### src/rtl/mdio_pkg.sv
package mdio_pkg;
  localparam int PortW = 5;
  localparam int DevW  = 5;
  localparam int DataW = 16;
  localparam int OpW   = 2;

  localparam logic [1:0] OP_ADDR  = 2'b00;
  localparam logic [1:0] OP_WRITE = 2'b01;
  localparam logic [1:0] OP_READ  = 2'b11;

  // strobes from the sequencer to the shifter
  typedef struct packed {
    logic load;    // capture a new frame
    logic sample;  // MDC rising edge: take mdioIn
    logic shift;   // MDC falling edge: advance to next bit
    logic finish;  // last bit completed
  } mdioStrb_t;
endpackage

### src/rtl/mdio_ctrl.sv
module mdio_ctrl
  import mdio_pkg::*;
#(
  parameter int MDC_DIV   = 4,
  parameter int FRAME_LEN = 64
) (
  input  logic      clk,
  input  logic      rstN,
  input  logic      cmdStart,
  output logic      busy,
  output logic      mdc,
  output mdioStrb_t strb
);
  localparam int HALF  = MDC_DIV / 2;
  localparam int DIV_W = (MDC_DIV > 1) ? $clog2(MDC_DIV) : 1;
  localparam int IDX_W = $clog2(FRAME_LEN);
  localparam logic [DIV_W-1:0] DivLast  = DIV_W'(MDC_DIV - 1);
  localparam logic [DIV_W-1:0] HalfLast = DIV_W'(HALF - 1);
  localparam logic [IDX_W-1:0] IdxLast  = IDX_W'(FRAME_LEN - 1);

  logic [DIV_W-1:0] divCnt;
  logic [IDX_W-1:0] bitIdx;
  logic endOfBit;

  assign endOfBit    = busy && (divCnt == DivLast);
  assign strb.load   = cmdStart && !busy;
  assign strb.sample = busy && (divCnt == HalfLast);
  assign strb.shift  = endOfBit;
  assign strb.finish = endOfBit && (bitIdx == IdxLast);

  always_ff @(posedge clk) begin
    if (!rstN) begin
      busy   <= 1'b0;
      mdc    <= 1'b0;
      divCnt <= '0;
      bitIdx <= '0;
    end else if (strb.load) begin
      busy   <= 1'b1;
      mdc    <= 1'b0;
      divCnt <= '0;
      bitIdx <= '0;
    end else if (busy) begin
      if (endOfBit) begin
        divCnt <= '0;
        mdc    <= 1'b0;
        if (bitIdx == IdxLast) busy <= 1'b0;
        else bitIdx <= bitIdx + IDX_W'(1);
      end else begin
        divCnt <= divCnt + DIV_W'(1);
        if (divCnt == HalfLast) mdc <= 1'b1;
      end
    end
  end

  a_r7_mdc_idle_low: assert property (@(posedge clk) disable iff (!rstN)
    !busy |-> !mdc);
  a_r8_finish_clears_busy: assert property (@(posedge clk) disable iff (!rstN)
    strb.finish |=> !busy);
  a_r9_no_restart: assert property (@(posedge clk) disable iff (!rstN)
    (busy && !strb.finish) |=> (busy && (bitIdx == $past(bitIdx) ||
                                          bitIdx == $past(bitIdx) + IDX_W'(1))));
  a_r7_rise_in_frame: assert property (@(posedge clk) disable iff (!rstN)
    $rose(mdc) |-> busy);
endmodule

### src/rtl/mdio_dp.sv
module mdio_dp
  import mdio_pkg::*;
#(
  parameter int PRE_BITS  = 32,
  parameter int FRAME_LEN = 64
) (
  input  logic             clk,
  input  logic             rstN,
  input  mdioStrb_t        strb,
  input  logic             busy,
  input  logic [OpW-1:0]   cmdOp,
  input  logic [PortW-1:0] cmdPort,
  input  logic [DevW-1:0]  cmdDev,
  input  logic [DataW-1:0] cmdRegAddr,
  input  logic             dataWrEn,
  input  logic [DataW-1:0] dataWrIn,
  input  logic             mdioIn,
  output logic             mdioOut,
  output logic             mdioOe,
  output logic [2*DataW-1:0] dataOut
);
  // bits driven by the master on a read: everything before turnaround
  localparam int DRIVEN_RD = PRE_BITS + 2 + OpW + PortW + DevW;
  localparam int RELEASED  = FRAME_LEN - DRIVEN_RD;

  logic [FRAME_LEN-1:0] shiftReg;
  logic [FRAME_LEN-1:0] oeMask;
  logic [DataW-1:0]     rdShift;
  logic [2*DataW-1:0]   dataReg;
  logic                 opIsRead;
  logic [DataW-1:0]     payload;
  logic [1:0]           ta;

  assign payload = cmdOp[0] ? dataReg[DataW-1:0] : cmdRegAddr;
  assign ta      = cmdOp[1] ? 2'b11 : 2'b10;

  always_ff @(posedge clk) begin
    if (!rstN) begin
      shiftReg <= '0;
      oeMask   <= '0;
      opIsRead <= 1'b0;
    end else if (strb.load) begin
      shiftReg <= {{PRE_BITS{1'b1}}, 2'b00, cmdOp, cmdPort, cmdDev, ta, payload};
      oeMask   <= cmdOp[1] ? {{DRIVEN_RD{1'b1}}, {RELEASED{1'b0}}} : '1;
      opIsRead <= cmdOp[1];
    end else if (strb.shift) begin
      shiftReg <= {shiftReg[FRAME_LEN-2:0], 1'b1};
      oeMask   <= {oeMask[FRAME_LEN-2:0], 1'b0};
    end
  end

  always_ff @(posedge clk) begin
    if (!rstN) rdShift <= '0;
    else if (strb.sample) rdShift <= {rdShift[DataW-2:0], mdioIn};
  end

  always_ff @(posedge clk) begin
    if (!rstN) dataReg <= '0;
    else begin
      if (dataWrEn) dataReg[DataW-1:0] <= dataWrIn;
      if (strb.finish && opIsRead) dataReg[2*DataW-1:DataW] <= rdShift;
    end
  end

  assign mdioOut = shiftReg[FRAME_LEN-1];
  assign mdioOe  = busy && oeMask[FRAME_LEN-1];
  assign dataOut = dataReg;

  a_r6_high_half_hold: assert property (@(posedge clk) disable iff (!rstN)
    !strb.finish |=> $stable(dataReg[2*DataW-1:DataW]));
  a_r10_low_half_hold: assert property (@(posedge clk) disable iff (!rstN)
    !dataWrEn |=> $stable(dataReg[DataW-1:0]));
  a_r7_mdio_still_when_high: assert property (@(posedge clk) disable iff (!rstN)
    (busy && !strb.shift && !strb.load) |=> $stable(shiftReg[FRAME_LEN-1]));
endmodule

### src/rtl/mdio_c45_master.sv
module mdio_c45_master
  import mdio_pkg::*;
#(
  parameter int MDC_DIV  = 4,
  parameter int PRE_BITS = 32
) (
  input  logic        clk,
  input  logic        rstN,
  input  logic        cmdStart,
  input  logic [1:0]  cmdOp,
  input  logic [4:0]  cmdPort,
  input  logic [4:0]  cmdDev,
  input  logic [15:0] cmdRegAddr,
  input  logic        dataWrEn,
  input  logic [15:0] dataWrIn,
  output logic [31:0] dataOut,
  output logic        busy,
  output logic        mdc,
  output logic        mdioOut,
  output logic        mdioOe,
  input  logic        mdioIn
);
  localparam int FRAME_LEN = PRE_BITS + 2 + OpW + PortW + DevW + 2 + DataW;

  mdioStrb_t strb;

  mdio_ctrl #(.MDC_DIV(MDC_DIV), .FRAME_LEN(FRAME_LEN)) u_ctrl (
    .clk(clk), .rstN(rstN), .cmdStart(cmdStart),
    .busy(busy), .mdc(mdc), .strb(strb)
  );

  mdio_dp #(.PRE_BITS(PRE_BITS), .FRAME_LEN(FRAME_LEN)) u_dp (
    .clk(clk), .rstN(rstN), .strb(strb), .busy(busy),
    .cmdOp(cmdOp), .cmdPort(cmdPort), .cmdDev(cmdDev), .cmdRegAddr(cmdRegAddr),
    .dataWrEn(dataWrEn), .dataWrIn(dataWrIn), .mdioIn(mdioIn),
    .mdioOut(mdioOut), .mdioOe(mdioOe), .dataOut(dataOut)
  );

  a_r5_oe_only_busy: assert property (@(posedge clk) disable iff (!rstN)
    !busy |-> !mdioOe);
  a_r8_busy_rises_on_start: assert property (@(posedge clk) disable iff (!rstN)
    (cmdStart && !busy) |=> busy);
endmodule

### config.mk
export PLATFORM = sky130hd
export DESIGN_NAME = mdio_c45_master
export DESIGN_NICKNAME = d
export VERILOG_FILES = /design/src/rtl/mdio_pkg.sv /design/src/rtl/mdio_ctrl.sv /design/src/rtl/mdio_dp.sv /design/src/rtl/mdio_c45_master.sv
export SDC_FILE = /design/constraint.sdc
export NUM_CORES = 1
export LEC_CHECK = 0
export BUFFER_PORTS_ARGS = -buffer_cell sky130_fd_sc_hd__clkbuf_2
export CORE_MARGIN = 10
export CORE_UTILIZATION = 52
export CTS_CLUSTER_DIAMETER = 120
export CTS_CLUSTER_SIZE = 24
export DETAILED_ROUTE_END_ITERATION = 10
export GPL_ROUTABILITY_DRIVEN = 0
export PLACE_DENSITY = 0.8
export SLEW_MARGIN = 40
export SYNTH_ARGS = -nofsm -noshare
export SYNTH_HDL_FRONTEND = slang
export SYNTH_SLANG_ARGS = --single-unit
### constraint.sdc
create_clock -name clk -period 1.5 [get_ports clk]
set_input_delay 0.3 -clock clk [delete_from_list [all_inputs] [get_ports clk]]
set_output_delay 0.3 -clock clk [all_outputs]
set_load 0.02 [all_outputs]
==> results_dict.tcl, run 1 <==
set metrics [dict create \
    cts.sinks 187 \
    nFillCells 1085 \
    yosysWarnings 0 \
    row_count 42 \
    peakVddDrop_mv 0.840 \
    grt_pass1_vias 5174 \
    die_w_um 135 \
    dp.cells 973 \
    gr-total-overflow 0 \
    worstHoldPathCells 3 \
    r2r_start "u_ctrl.divCnt[0]" \
    syn_inst 757 \
    drc 0 \
    clock.fmax_mhz 668 \
    worstRegToRegCells 5 \
    firstDrtPassIters 5 \
    synth_flop_cell "dfxtp_1" \
    power_mw 10.9 \
    outcome "finished clean" \
    ff_latch_area_sq_um 3750 \
    drive_gt1_frac 0.222 \
    grtUsageTotal 0.152 \
    syn_to_final_growth_pct 20.1 \
    relSlewSlack 0.646 \
    ys_ff_latch 187 \
    drv_cap 0 \
    fin_skew_ps 5.61 \
    synth_edf_count 0 \
    syn_nets 809 \
    cts-root-buf "clkbuf_16" \
    critPathArrivalTime_ps 1850 \
    rsz0062_at_grt "true" \
    hold_start "dataWrIn[12]" \
    yosysSeqAreaShare 0.543 \
    slowest_delay_ps 370 \
    crit_slowest_cell "dfxtp_4" \
    stdcell_count 1009 \
    setup_tns_ps 0 \
    fin_crit_sh 0.998 \
    cp_data_required_time_ps 1850 \
    final_util 0.631 \
    final_hold_viol_count 0 \
    grt_max_degree 83 \
    initial_core_util 0.525 \
    cp-end-kind "flip-flop" \
    dpl.hpwl_um 8540 \
    timing.reg2reg.setup_slack_ps 2 \
    io_pins 85 \
    cts.reportedPaths.clkPinSlew_ps 60 \
    fin_crit_ps 1500 \
    cts_buffers 17 \
    finalSetupViolations 0 \
    postSynth.asyncResetShare 0 \
    cts_tree "yes" \
    grt_pass1_wl_um 23500 \
    mappedNetlistArea_sq_um 6900 \
    drt_iter0_drc 415 \
    crit_chain "ha_4 > nand4_4 > nor3_4 > clkbuf_16 > mux2i_1" \
    h-tree-depth 4 \
    ant_nets 0 \
    crit_family "simple AND/OR/NAND/NOR gates" \
    insertion_delay_ps 430 \
    layout.nets 873 \
    crit_buf_inv 1 \
    port_buffers 84 \
    critPathLaunchType "flip-flop" \
    leakage_nw 3.29 \
    power.density_nw_per_um2 1320 \
    viasPerCell 5.49 \
    multi_input_area_sq_um 2920 \
    slew_violations 0 \
    worstHoldEndpoint "u_dp.dataOut[12]" \
    clockBufferDepth 2 \
    avgRoutedWirePerCell_um 14.5 \
    core-area_sq_um 13100 \
    synth_cell_types 41 \
    vias 5541 \
    crit_path_max_fanout 8 \
    die_h_um 135 \
    avgSynthCellArea_sq_um 9.11 \
    hold_path.class "input port to flip-flop" \
    cts_hold_buf 0 \
    tightest_slew_ps 532 \
    wl_um 14600 \
    critPathKind "flip-flop to flip-flop" \
    antenna_found_initial 0 \
    antenna_cells 0 \
    r2r_end "u_dp.dataOut[19]" \
    die_area_sq_um 18300 \
]
[layer usage]
metal,global-route usage,vias to the layer above,part of all wire
met3,0.0553,14,0.056
met2,0.252,116,0.48
met5,0,-,0
li1,-,2791,-
met4,0.0425,0,0.0088
met1,0.182,2620,0.46
[worst max path at each step]
stage | startpoint | end | slack [ps] | cells after the start
after floorplan | u_ctrl.divCnt[1] | u_dp.dataOut[22] | -10 | 6
after global placement | cmdOp[0] | u_dp.shiftReg[5] | 60 | 4
after detailed placement | u_ctrl.bitIdx[1] | u_dp.dataOut[23] | 40 | 5
after CTS | u_ctrl.busy | busy | 7 | 2
after global routing | u_ctrl.divCnt[0] | u_dp.dataOut[27] | -70 | 5
final | u_ctrl.divCnt[0] | u_dp.dataOut[19] | 2 | 5
[Yosys cell counts (all sizes together), types with 2 or more instances]
cell / number / area (sq um)
a21oi: 78 / 390
dfxtp: 187 / 3740
mux2i: 35 / 363
nor3b: 2 / 26.3
inv: 3 / 11.3
ha: 3 / 37.5
and4: 2 / 20.0
clkbuf: 31 / 116
a22oi: 26 / 195
and2: 5 / 32.5
a31oi: 3 / 18.8
o22ai: 80 / 500
nand3: 4 / 20.0
nor3: 7 / 46.3
mux2: 17 / 191
buf: 35 / 199
nand2: 105 / 394
o21ai: 16 / 80.1
nor2: 105 / 394
[stage by stage]
| stage | cell area (sq um) | worst slack [ps] | hold WS, ps |
|---|---|---|---|
| floorplan | 6930 | -12.0 | 432 |
| global placement | 7540 | 64.8 | 441 |
| detailed placement | 7540 | 36.3 | 447 |
| CTS | 8150 | 6.71 | 92.7 |
| global route | 8290 | -72.7 | 100 |
| finish | 8290 | 2.39 | 109 |
[flip-flops by register name, indices dropped and copies added (netlist names)]
name           count
u_dp.opIsRead      1
u_ctrl.busy        1
u_ctrl.divCnt      2
u_ctrl.mdc         1
u_dp.dataOut      32
u_dp.oeMask       64
u_dp.rdShift      16
u_dp.shiftReg     64
u_ctrl.bitIdx      6
[report_power, final]
group	internal [mW]	switching [mW]	total, mW
sequential	5.25	0.162	5.42
combinational	0.404	0.507	0.911
clock	2.77	1.81	4.58
[worst reg2reg max path, stage by stage, from the launching register on]
cell and delay (ps):
dfxtp_4 370, ha_4 200, nand4_4 120, nor3_4 310, clkbuf_16 230, mux2i_1 190
[logic make-up after synthesis]
logic type,Yosys count,share of synthesized area
adder cells (fa/ha/maj),3,0.00544
buffers and inverters,69,0.0473
AO/OA/AOI/OAI,210,0.181
multiplexers,52,0.0803
AND/OR/NAND/NOR,236,0.143
flip-flops,187,0.543
[placed cells by master, fill, tap and decap left out, drive strengths merged, types with 2 or more instances in the layout]
cell	netlist	final
mux2	17	17
a21oi	78	78
and4	2	2
clkinv	0	7
inv	3	4
bufinv	0	4
mux2i	35	35
nand3	4	4
nor2	105	105
dfxtp	187	187
ha	3	3
o21ai	16	16
a31oi	3	3
clkbuf	31	104
o22ai	80	80
nor3	7	7
and2	5	5
nand2	105	105
buf	35	25
a22oi	26	26
nor3b	2	2
[timing repair]
action / CTS / global route
setup endpoints to repair: 0 / 63
gates resized for setup: 0 / 13
hold endpoints to repair: 0 / 0
buffers inserted: 0 / 2
[final cells by class]
| class | instances | share of cell area |
|---|---|---|
| Multi-Input combinational cell | 501 | 0.352 |
| Clock buffer | 18 | 0.0518 |
| Sequential cell | 187 | 0.453 |
| Inverter | 3 | 0.00166 |
| Timing Repair Buffer | 111 | 0.0935 |
| Clock inverter | 13 | 0.0211 |
| Tap cell | 176 | 0.0266 |
Note: power is estimated with default switching activity, not from simulation.
==> run 2: changes to the inputs <==
--- a/config.mk
+++ b/config.mk
@@ -12,7 +12,8 @@
 export CTS_CLUSTER_SIZE = 24
 export DETAILED_ROUTE_END_ITERATION = 10
 export GPL_ROUTABILITY_DRIVEN = 0
-export PLACE_DENSITY = 0.8
+export PLACE_DENSITY = 0.79
+export SETUP_SLACK_MARGIN = 0.05
 export SLEW_MARGIN = 40
 export SYNTH_ARGS = -nofsm -noshare
 export SYNTH_HDL_FRONTEND = slang
==> run 2 against run 1 <==
  * Largest cell class unchanged
  * Highest routed layer unchanged
  * Critical path type is now flip-flop to output pin
  * Die area stayed put
  * Worst setup slack better by 40 ps
  * Critical path depth is 2 lower
  * Global-route usage rose by 0.97 points
  * Non-clock buffer count up 9
  * Sequential power barely moved
==> results_dict.tcl, run 2 (synthesis gave the netlist of run 1 again) <==
set metrics [dict create \
    cts_tree "yes" \
    die_h_um 135 \
    postPlaceCellArea_sq_um 7680 \
    dpl.hpwl_um 9040 \
    fin_hold_ws_ps 96.2 \
    grt_pass1_vias 5325 \
    clockBufferDepth 2 \
    cts.reportedPaths.clkPinSlew_ps 60 \
    syn_to_final_growth_pct 23.1 \
    power.density_nw_per_um2 1260 \
    tightest_slew_ps 435 \
    fin_crit_sh 0.972 \
    outcome "finished clean" \
    insertion_delay_ps 430 \
    cts_hold_buf 0 \
    final_hold_viol_count 0 \
    drv_cap 0 \
    slowest_delay_ps 350 \
    finalSetupViolations 0 \
    clock.fmax_mhz 686 \
    cp_data_required_time_ps 1200 \
    io_pins 85 \
    firstDrtPassIters 5 \
    cts_buffers 17 \
    relSlewSlack 0.710 \
    layout_commonest_cell "dfxtp_1" \
    antenna_found_initial 0 \
    design_area_sq_um 8490 \
    vias 5623 \
    gr-total-overflow 0 \
    final_util 0.646 \
    row_count 42 \
    drc 0 \
    fin_crit_ps 1460 \
    crit_slowest_cell "dfxtp_4" \
    grt_pass1_wl_um 24900 \
    ant_nets 0 \
    antenna_cells 0 \
    critPathKind "flip-flop to output pin" \
    rsz0062_at_grt "true" \
    drive_gt1_frac 0.240 \
    grt_max_degree 54 \
    critPathLaunchType "flip-flop" \
    slew_violations 0 \
    grtUsageTotal 0.162 \
    die_w_um 135 \
    h-tree-depth 4 \
    drt_iter0_drc 490 \
    cts.sinks 187 \
    crit_path_max_fanout 2 \
    cts-root-buf "clkbuf_16" \
    setup_ws_ps 42.2 \
    viasPerCell 5.52 \
    leakage_nw 3.38 \
    port_buffers 84 \
    layout_common_cells "dfxtp_1 (182), nor2_1 (105), nand2_1 (104), clkbuf_2 (82), a21oi_1 (78)" \
    crit_chain "buf_6 > and2_4 > buf_8" \
    core-area_sq_um 13100 \
    cp-end-kind "output pin" \
    peakVddDrop_mv 1.32 \
    die_area_sq_um 18300 \
    hold_path.class "input port to flip-flop" \
    layout.nets 882 \
    critPathArrivalTime_ps 1160 \
    fin_skew_ps 5.08 \
    initial_core_util 0.525 \
    wl_um 15200 \
    post-place-ws_ps 36.6 \
    avgRoutedWirePerCell_um 15.0 \
]
-- run 2: changes by cell type in the layout (fill, tap and decap cells not counted), sizes merged --
cell / delta
clkinv: -6
bufinv: -3
clkbuf: +6
buf: +11
clkinvlp: +1
-- run 2: per-stage QoR --
step / power (mW) / std cells / setup TNS [ps]
final: 10.7 / 1018 / 0
after global routing: 11.1 / 1018 / -32.8
after CTS: 10.7 / 1015 / 0
after detailed placement: 6.42 / 981 / 0
after global placement: 6.39 / 981 / 0
after floorplan: 6.11 / 757 / -120
-- run 2: what timing repair did --
| action | CTS | global route |
|---|---|---|
| pin swaps | 0 | 2 |
| gates cloned | 1 | 2 |
| resized for setup | 9 | 23 |
| endpoints found under the setup margin | 14 | 87 |
| buffers inserted | 2 | 1 |
-- run 2: final timing paths --
path / startpoint / to / slack [ps] / cells after the start
setup / recovery: u_ctrl.busy / mdioOe / 40 / 3
hold / removal: mdioIn / u_dp.rdShift[0] / 100 / 3
setup reg to reg: u_ctrl.busy / u_dp.oeMask[27] / 60 / 5
hold reg to reg: u_dp.shiftReg[26] / u_dp.shiftReg[26] / 450 / 2
-- run 2: cell type report --
class / count / area [sq um]
Multi-Input combinational cell: 501 / 2970
Timing Repair Buffer: 120 / 951
Clock inverter: 5 / 56.3
Clock buffer: 26 / 519
Inverter: 3 / 13.8
Fill cell: 1062 / 4650
Tap cell: 176 / 220
Sequential cell: 187 / 3760
-- run 2: worst max-delay path, delay by kind of cell (launching register included) --
kind / cells / cell delay [ps]
flops: 1 / 350
simple gates: 1 / 140
buf+inv: 2 / 240
-- run 2: routing by layer --
layer,track usage,share of wire
met1,0.197,0.44
met3,0.0527,0.066
met2,0.266,0.49
met5,0,0
met4,0.0514,0.011
-- run 2: power breakdown --
part	total [mW]	switching, mW	internal [mW]
clock network	4.30	1.75	2.54
registers	5.42	0.171	5.25
logic	0.976	0.528	0.448
